### src/rtl/gpio6_pkg.sv
package gpio6_pkg;

  localparam int ADDR_W = 2;

  typedef enum logic [ADDR_W-1:0] {
    SEL_DIR  = 2'd0,
    SEL_DATA = 2'd1,
    SEL_PORT = 2'd2,
    SEL_ODC  = 2'd3
  } regSel_e;

  // strobes from control to datapath
  typedef struct packed {
    logic clrAll;   // hardware standby clear
    logic freeze;   // software standby hold
    logic wrDir;
    logic wrData;
    logic wrOdc;
  } ctrlStrobes_t;

endpackage

### src/rtl/gpio6_ctrl.sv
module gpio6_ctrl
  import gpio6_pkg::*;
(
  input  logic              clk,
  input  logic              rstN,
  input  logic              hwStandby,
  input  logic              swStandby,
  input  logic [ADDR_W-1:0] addr,
  input  logic              wrEn,
  output ctrlStrobes_t      strobes
);

  logic wrOk;

  always_comb begin
    wrOk           = wrEn & ~hwStandby & ~swStandby;
    strobes.clrAll = hwStandby;
    strobes.freeze = swStandby & ~hwStandby;
    strobes.wrDir  = wrOk & (addr == SEL_DIR);
    strobes.wrData = wrOk & (addr == SEL_DATA);
    strobes.wrOdc  = wrOk & (addr == SEL_ODC);
  end


  one_target_chk: assert property (@(posedge clk) disable iff (!rstN)
    $onehot0({strobes.wrDir, strobes.wrData, strobes.wrOdc}));


  port_write_ignored_chk: assert property (@(posedge clk) disable iff (!rstN)
    (wrEn && addr == SEL_PORT) |-> !(strobes.wrDir || strobes.wrData || strobes.wrOdc));


  hw_over_sw_chk: assert property (@(posedge clk) disable iff (!rstN)
    (hwStandby && swStandby) |-> (strobes.clrAll && !strobes.freeze));

endmodule

### src/rtl/gpio6_datapath.sv
module gpio6_datapath
  import gpio6_pkg::*;
#(
  parameter int PIN_W       = 6,
  parameter int REG_W       = 8,
  parameter int SYNC_STAGES = 2
)(
  input  logic              clk,
  input  logic              rstN,
  input  ctrlStrobes_t      strobes,
  input  logic [ADDR_W-1:0] addr,
  input  logic [REG_W-1:0]  wrData,
  output logic [REG_W-1:0]  rdData,
  input  logic [PIN_W-1:0]  pinIn,
  output logic [PIN_W-1:0]  padOe,
  output logic [PIN_W-1:0]  padOut
);

  localparam int RSV_W = REG_W - PIN_W;

  logic [PIN_W-1:0] dirReg, dataReg, odcReg;
  logic [PIN_W-1:0] syncQ [SYNC_STAGES];
  logic [PIN_W-1:0] pinSync, portView;

  always_ff @(posedge clk or negedge rstN) begin
    if (!rstN) begin
      dirReg  <= '0;
      dataReg <= '0;
      odcReg  <= '0;
    end else if (strobes.clrAll) begin
      dirReg  <= '0;
      dataReg <= '0;
      odcReg  <= '0;
    end else begin
      if (strobes.wrDir)  dirReg  <= wrData[PIN_W-1:0];
      if (strobes.wrData) dataReg <= wrData[PIN_W-1:0];
      if (strobes.wrOdc)  odcReg  <= wrData[PIN_W-1:0];
    end
  end

  always_ff @(posedge clk or negedge rstN) begin
    if (!rstN) begin
      for (int s = 0; s < SYNC_STAGES; s++) syncQ[s] <= '0;
    end else if (!strobes.freeze) begin
      syncQ[0] <= pinIn;
      for (int s = 1; s < SYNC_STAGES; s++) syncQ[s] <= syncQ[s-1];
    end
  end

  assign pinSync = syncQ[SYNC_STAGES-1];

  for (genvar i = 0; i < PIN_W; i++) begin : g_pin
    assign portView[i] = dirReg[i] ? dataReg[i] : pinSync[i];
    assign padOut[i]   = dataReg[i];
    // open-drain pins release the pad when driving a one
    assign padOe[i]    = dirReg[i] & (~odcReg[i] | ~dataReg[i]);
  end

  always_comb begin
    case (addr)
      SEL_DIR:  rdData = {{RSV_W{1'b0}}, dirReg};
      SEL_DATA: rdData = {{RSV_W{1'b0}}, dataReg};
      SEL_PORT: rdData = {{RSV_W{1'b0}}, portView};
      default:  rdData = {{RSV_W{1'b0}}, odcReg};
    endcase
  end


  hw_clear_chk: assert property (@(posedge clk) disable iff (!rstN)
    strobes.clrAll |=> (dirReg == '0 && dataReg == '0 && odcReg == '0));


  sw_reg_hold_chk: assert property (@(posedge clk) disable iff (!rstN)
    strobes.freeze |=> ($stable(dirReg) && $stable(dataReg) && $stable(odcReg)));


  sw_pin_hold_chk: assert property (@(posedge clk) disable iff (!rstN)
    strobes.freeze |=> $stable(pinSync));


  odc_release_chk: assert property (@(posedge clk) disable iff (!rstN)
    (strobes.wrData && wrData[0] && odcReg[0] && !strobes.wrOdc) |=> !padOe[0]);

endmodule

### src/rtl/gpio6_port.sv
module gpio6_port
  import gpio6_pkg::*;
#(
  parameter int PIN_W       = 6,
  parameter int REG_W       = 8,
  parameter int SYNC_STAGES = 2
)(
  input  logic              clk,
  input  logic              rstN,
  input  logic              hwStandby,
  input  logic              swStandby,
  input  logic [ADDR_W-1:0] addr,
  input  logic              wrEn,
  input  logic [REG_W-1:0]  wrData,
  output logic [REG_W-1:0]  rdData,
  input  logic [PIN_W-1:0]  pinIn,
  output logic [PIN_W-1:0]  padOe,
  output logic [PIN_W-1:0]  padOut
);

  ctrlStrobes_t strobes;

  gpio6_ctrl u_ctrl (
    .clk       (clk),
    .rstN      (rstN),
    .hwStandby (hwStandby),
    .swStandby (swStandby),
    .addr      (addr),
    .wrEn      (wrEn),
    .strobes   (strobes)
  );

  gpio6_datapath #(
    .PIN_W       (PIN_W),
    .REG_W       (REG_W),
    .SYNC_STAGES (SYNC_STAGES)
  ) u_dp (
    .clk     (clk),
    .rstN    (rstN),
    .strobes (strobes),
    .addr    (addr),
    .wrData  (wrData),
    .rdData  (rdData),
    .pinIn   (pinIn),
    .padOe   (padOe),
    .padOut  (padOut)
  );

endmodule

### config.mk
export PLATFORM = sky130hd
export DESIGN_NAME = gpio6_port
export DESIGN_NICKNAME = d
export VERILOG_FILES = /design/src/rtl/gpio6_pkg.sv /design/src/rtl/gpio6_ctrl.sv /design/src/rtl/gpio6_datapath.sv /design/src/rtl/gpio6_port.sv
export SDC_FILE = /design/constraint.sdc
export NUM_CORES = 1
export LEC_CHECK = 0
export ABC_AREA = 1
export BUFFER_PORTS_ARGS = -buffer_cell sky130_fd_sc_hd__buf_2
export CAP_MARGIN = 20
export CELL_PAD_IN_SITES_DETAIL_PLACEMENT = 1
export CELL_PAD_IN_SITES_GLOBAL_PLACEMENT = 2
export CORE_AREA = 2 2 107 57
export DETAILED_ROUTE_END_ITERATION = 12
export DIE_AREA = 0 0 109 59
export PLACE_DENSITY = 0.92
export SLEW_MARGIN = 10
export SYNTH_ARGS = -nofsm -noshare
export SYNTH_HDL_FRONTEND = slang
export SYNTH_SLANG_ARGS = --single-unit
### constraint.sdc
create_clock -name clk -period 2.5 [get_ports clk]
set_clock_uncertainty 0.15 [all_clocks]
set_input_delay 0.25 -clock clk [delete_from_list [all_inputs] [get_ports clk]]
set_output_delay 0.25 -clock clk [all_outputs]
set_load 0.02 [all_outputs]
# [After elaboration in Yosys (flattened, before gate mapping)]
# Index checks and enable logic that the tools add are counted.
[word_totals] out_inout_bits=20 input_bits=21 word_cells=57 register_bits=30
[classes] n_reduce_logical=4 n_bitwise=32 muxes=13 eq_ne=3
[ops] cell="two-way mux 6 bit" n=6
[ops] cell="one-hot mux 6 bit (3 select lines)" n=1
[ops] cell="inverter 1 bit" n=14
[ops] cell="AND 1 bit" n=12
[ops] cell="two-way mux 1 bit" n=6
[ops] cell="OR 1 bit" n=6
[ops] cell="nonzero test 2 bit" n=3
[ops] cell="equality test 2 bit, second input constant" n=2
[ops] cell="equality test 2 x 1 -> 1 bit, second input constant" n=1
[ops] cell="logical NOT 2 bit" n=1

# [Longest topological paths before layout]
# Gate-level depths: netlist of the first run.
[depth] ltp_word=6 mapped_depth=7 ltp_nobuf=6

# [By module]
# From an unflattened synthesis of the first run, not the netlist that was laid out.
[unflattened] cells_unflattened=210 hier_area_um2=1545.2
[by_module_without_submodules] module="gpio6_datapath" area_each_um2=1492.7 cells_per_inst=198 n_inst=1
[by_module_without_submodules] module="gpio6_ctrl" area_each_um2=52.6 cells_per_inst=12 n_inst=1

# [Least setup slack after synthesis of the first run]
# OpenSTA, ideal clock, no wires.
[synth_path] path_type="flip-flop to output port" start="register u_dp.dataReg[0] (netlist: u_dp.padOut[0])" end="output rdData[0]" path_slack_ns=1.237 arrival_time_ns=0.863 path_stages_with_launch=5 cell_sequence="dfrtp_1 > inv_1 > nand2_1 > nand3_2 > nand3_1"
[synth_between] elab_chain_len=2
[synth_lines] element="start, declared" line="gpio6_datapath.sv:21" source="logic [PIN_W-1:0] dirReg, dataReg, odcReg;"
[synth_lines] element="start signal, assigned" line="gpio6_datapath.sv:36" source="if (strobes.wrData) dataReg <= wrData[PIN_W-1:0];"
[synth_lines] element="two-way mux 1 bit" line="gpio6_datapath.sv:53" source="assign portView[i] = dirReg[i] ? dataReg[i] : pinSync[i];"
[synth_lines] element="one-hot mux 6 bit (3 select lines) (*)" line="gpio6_datapath.sv:60" source="case (addr)"
[synth_lines] element="end, declared" line="gpio6_port.sv:15" source="output logic [REG_W-1:0] rdData,"
# Every way passes the cells marked *; elsewhere a longest branch is shown, timed or not.

# [Worst setup path in the final report of the first run]
[layout_path] start="register u_dp.dataReg[4] (netlist: u_dp.padOut[4])" end="output rdData[4]"
# Same word-level chain as after synthesis.

==> impl_metrics.csv, run 1 <==
group,metric,value,unit
setup_path,worstPathArrival,1190,ps
timing,fin_crit_sh,63.8,%
place,globalplace.congestion,0.760,
timing,max_clock_freq,627,MHz
layout,layoutNonFillerInstCount,341,
setup_path,required,2100,ps
drt,dr_total_vias,1496,
logic_synthesis,synth_ff_type,"dfrtp_1",
clocking,clockBufferDepth,2,
logic_synthesis,synth_most_common_cell,"nand2_1",
timing,setup_tns,0,ps
global_routing,grt_pass1_vias,1557,
global_routing,grt_busiest_layer,"met2",
clocking,numCtsBuffers,5,
global_routing,grt_pass1_wl,7.30,mm
timing,slew_headroom,54.9,%
setup_path,critPathLaunchType,"register",
timing,slew_viol_final,0,
layout,finish.utilization,37.6,%
timing,finalHoldViolCount,0,
floorplanning,rows,19,
logic_synthesis,synth_cell_type_count,22,
clocking,cts_sinks,30,
logic_synthesis,synth_top_area_share,44.0,%
power,power_leakage,1.18,nW
timing,rsz0062_at_grt,"false",
clocking,cts_tree,"built",
logic_synthesis,synth.yosys.seq_area_share,44.0,%
place,port_buffers,36,
logic_synthesis,synth_area_leaders,"dfrtp_1, nand2_1, nand3_1",
logic_synthesis,syn_inst,229,
clocking,cts_setup_buffers,0,
logic_synthesis,avgSynthCellArea,7.46,sq um
power,pwr_density_cell,532,mW/mm^2
logic_synthesis,synth_common_cells,"nand2_1, nand3_1, inv_1",
layout,antenna_cells,0,
clocking,clock_latency,280,ps
layout,drive_gt1_share,24.3,%
logic_synthesis,synth_top_area_cell,"dfrtp_1",
power,ir_worst_vdd,0.157,mV
drt,drt_iter0_drc,46,
logic_synthesis,async_flop_share,100,%
global_routing,antenna_found_initial,0,
floorplanning,die_h,59,um
logic_synthesis,synth_warnings,0,
timing,finalSetupViolCount,0,
logic_synthesis,mappedNetlistArea,0.00171,sq mm
place,dp.cells,332,
logic_synthesis,synth_edf_count,0,
drt,remaining_drc_errors,0,
drt,drt_wl_total,4.32,mm
floorplanning,io_pins,41,
global_routing,grt_use_total,14.9,%
global_routing,globalRouteMet2Util,24.3,%
setup_path,end_kind,"output port",
setup_path,crit_type,"register to output port",
logic_synthesis,synth-seq-cells,30,
floorplanning,core,0.00540,sq mm
timing,whs,22.2,ps
run,drv_cap,0,
floorplanning,dieArea,0.00643,sq mm
floorplanning,initial_core_util,31.6,%
global_routing,grt_max_degree,31,
setup_path,critical-path-max-stage-delay,460,ps
drt,via_per_inst,4.39,
clocking,cts-root-buf,"clkbuf_8",
global_routing,grt_use_met3,3.41,%
layout,nets,288,
place,place_hpwl,3.33,mm
global_routing,overflow,0,
drt,antenna_left,0,
clocking,path_clk_slew,60,ps
setup_path,cp_max_fo,5,
timing,tightest_slew,677,ps
drt,firstDrtPassIters,4,
setup_path,cp_slowest_cell,"dfrtp_1",
clocking,h-tree-depth,2,
setup_path,cp_cell_sequence,"inv_1, nand2_1, nand3_2, nand3_1, buf_2",
run_status,status,"complete, no violations",
global_routing,grt_use_met1,20.5,%
worst_hold_path,hp-class,"primary input to register",
layout,syn2layout_area_growth,18.8,%
power,finalPower,0.00108,W
drt,drt-wirelength-per-cell,12.7,um
timing,fin_crit,1590,ps
floorplanning,dieWidth,109,um
## repair_timing
action,4_1_cts,5_1_grt
setup endpoints to repair,0,0
hold endpoints to repair,30,0
hold buffers,1,0
gates resized for setup,0,0
## power by group
group	internal (W)	switching [W]
logic	0.0000487	0.000110
clock network	0.000222	0.000175
registers	0.000510	0.0000148
## critical path, delay by kind of cell, from the launching register on
kind	cells	cell delay, ps
buf+inv	2	230
flops	1	460
simple gates	3	230
## registers in the layout (all words and copies together) (netlist names)
name / cells
u_dp.pinSync: 6
u_dp.padOut: 6
u_dp.odcReg: 6
u_dp.dirReg: 6
u_dp.syncQ: 6
## routing by layer
metal  share of wire, %  vias to the layer above
met5                  0                        -
met4               0.30                        0
met3                3.2                        2
met2                 46                       20
met1                 51                      698
li1                   -                      776
## cell type report
class,count,area [sq um]
repair buffers,37,190
inverters,38,151
clock inverters,1,5.00
clock buffers,7,86.3
well taps,73,91.3
multi-input cells,155,754
fillers,690,3370
flip-flops and latches,30,751
## path summary, 6_finish.rpt
kind	end	from	depth (start not counted)	slack, ps
worst min register to register	u_dp.pinSync[5]	u_dp.syncQ[11]	2	340
worst min-delay path	u_dp.syncQ[10]	pinIn[4]	3	20
min in group asynchronous	u_dp.odcReg[2]	rstN	2	390
max in group asynchronous	u_dp.syncQ[11]	rstN	2	1370
worst max register to register	u_dp.padOut[4]	u_dp.padOut[4]	2	1620
worst max-delay path	rdData[4]	u_dp.padOut[4]	5	910
## cell usage in the layout, fill, tap and decap left out, types with 2 or more instances in the layout
master	count
nand2_1	84
nand3_1	36
buf_2	36
inv_1	31
dfrtp_1	30
nand3_2	6
a21oi_1	6
nor2_1	6
clkbuf_8	6
inv_2	4
nand2_4	4
o21ai_1	4
nor2_8	2
clkinv_2	2
o21ai_0	2
conb_1	2
## logic make-up after synthesis
family | synth area share (%)
other cells | 0.220
simple gates | 40.2
flops | 44.0
compound gates | 3.52
buf+inv | 12.1
## metrics by stage
step,cell area (sq um),setup slack [ps]
finish,2030,906
global route,2030,808
CTS,2030,891
detailed placement,1930,1000
global placement,1930,1020
floorplan,1710,1240
Power figures use the tool's default switching activity.
==> run 2: changes to the inputs <==
Settings changed: CORE_AREA 2 2 107 57 to 2 2 118 63, DIE_AREA 0 0 109 59 to 0 0 120 65, PLACE_DENSITY 0.92 to 0.81.
Clock period 2.5 ns to 1.4 ns, I/O delays scaled along.
==> run 2 against run 1 <==
The run now ends with negative setup slack left. Critical path depth is the same. Die area grew 21%. Flip-flop and latch count is the same.
==> impl_metrics.csv, run 2 (synthesized netlist as in run 1, its figures left out) <==
group,metric,value,unit
setup_path,r2r_end,"u_dp.padOut[0]",
timing,fin_ws,-19.8,ps
clocking,cts_sinks,30,
setup_path,cp_slowest_cell,"dfrtp_1",
setup_path,critical-path-max-stage-delay,420,ps
timing,fin_crit,1420,ps
timing,max_clock_freq,704,MHz
timing,rsz0062_at_grt,"true",
place,placed_cell_area,0.00199,sq mm
drt,firstDrtPassIters,4,
timing,finalSetupViolCount,6,
floorplanning,dieWidth,120,um
clocking,clockBufferDepth,2,
global_routing,grt_pass1_wl,8.77,mm
place,place_hpwl,3.83,mm
layout,design_area,0.00242,sq mm
worst_hold_path,hp-class,"primary input to register",
power,ir_worst_vdd,0.361,mV
place,globalplace.congestion,0.764,
setup_path,rrSetupSlack,340,ps
worst_hold_path,hp-start,"wrData[5]",
setup_path,crit_family,"flip-flops",
layout,final_common_cell,"nand2_1",
clocking,clock_latency,280,ps
layout,antenna_cells,0,
floorplanning,core,0.00691,sq mm
clocking,cts-root-buf,"clkbuf_16",
layout,n_fill_cell,857,
power,power_leakage,1.36,nW
setup_path,cp-endpoint,"rdData[3]",
run_status,status,"complete, but fails checks",
global_routing,grt_max_degree,31,
run_status,violations,"negative setup slack",
floorplanning,initial_core_util,24.7,%
drt,drt_wl_total,5.23,mm
setup_path,r2r_start,"u_dp.padOut[0]",
setup_path,worstPathArrival,1130,ps
drt,dr_total_vias,1663,
setup_path,cp_cell_sequence,"inv_2, nand2_1, nand3_2, nand3_2, buf_6",
layout,drive_gt1_share,36.2,%
clocking,h-tree-depth,2,
global_routing,grt_use_total,15.0,%
clocking,numCtsBuffers,5,
drt,antenna_left,0,
setup_path,critical_path_buf_inv_count,2,
place,port_buffers,36,
drt,drt_iter0_drc,42,
setup_path,cp_max_fo,4,
setup_path,reg2reg_depth,4,
setup_path,end_kind,"output port",
drt,remaining_drc_errors,0,
timing,slew_viol_final,0,
clocking,cts_tree,"built",
floorplanning,die_h,65,um
global_routing,grt_pass1_vias,1718,
run,drv_cap,0,
layout,syn2layout_area_growth,41.8,%
setup_path,crit_type,"register to output port",
timing,finalHoldViolCount,0,
power,finalPower,0.00240,W
setup_path,critPathLaunch,"u_dp.dirReg[3]",
drt,via_per_inst,4.31,
clocking,path_clk_slew,50,ps
timing,fin_crit_sh,101,%
drt,drt-wirelength-per-cell,13.6,um
global_routing,overflow,0,
global_routing,antenna_found_initial,0,
layout,final_cell_mix,"nand2_1, nand3_1, dfrtp_1",
setup_path,path_depth,5,
setup_path,critPathLaunchType,"register",
floorplanning,dieArea,0.00780,sq mm
layout,nets,310,
power,pwr_density_cell,989,mW/mm^2
setup_path,required,1110,ps
floorplanning,rows,22,
floorplanning,io_pins,41,
setup_path,crit_path_frequent_cell,"nand3_2",
## run 2: cell type report
class | count | area (sq um) | area share (%)
tap | 96 | 120 | 4.96
multi-input combinational | 155 | 820 | 33.8
sequential | 30 | 753 | 31.1
clock buffer | 7 | 143 | 5.89
timing repair buffer | 59 | 430 | 17.8
clock inverter | 1 | 5.00 | 0.207
inverter | 38 | 151 | 6.25
## run 2: report_power, final
group | total [W] | switching (W) | internal (W) | leakage (nW)
Sequential | 0.000938 | 0.0000257 | 0.000912 | 0.391
Clock | 0.00110 | 0.000396 | 0.000704 | 0.0739
Combinational | 0.000358 | 0.000223 | 0.000136 | 0.897
## run 2: metrics by stage
step / hold WS (ps) / utilization (%) / setup slack [ps] / cells / TNS [ps]
finish: 38.6 / 35.1 / -19.8 / 386 / -86.4
global route: 81.0 / 35.1 / -72.4 / 386 / -514
CTS: 44.1 / 34.1 / -32.5 / 383 / -84.9
detailed placement: 39.4 / 28.8 / 65.6 / 359 / 0
global placement: 38.0 / 28.8 / 70.5 / 359 / 0
floorplan: -306 / - / 247 / 230 / 0
## run 2: tightest hold or removal path, delay by kind of cell
family / cells / cell delay (ps)
buffers and inverters: 2 / 130
and+or+nand+nor: 3 / 160
## run 2: metal layers
metal | track usage [%] | share of wire [%]
met1 | 21.5 | 54
met2 | 22.4 | 42
met3 | 3.26 | 3.0
met4 | 4.41 | 0.94
met5 | 0 | 0
## run 2: what timing repair did
| item | 4_1_cts | 5_1_grt |
|---|---|---|
| buffers inserted | 9 | 3 |
| pin swaps | 11 | 11 |
| setup endpoints to repair | 6 | 12 |
| resized for setup | 26 | 19 |
| hold buffers | 7 | 0 |
| hold endpoints to repair | 36 | 0 |
## run 2: how the worst min path moves through the flow
stage	depth (start not counted)	slack (ps)	endpoint
floorplan	0	-310	u_dp.dirReg[0]
global placement	2	40	u_dp.odcReg[4]
detailed placement	2	40	u_dp.odcReg[4]
CTS	5	40	u_dp.padOut[5]
global route	5	80	u_dp.padOut[5]
finish	5	40	u_dp.padOut[5]
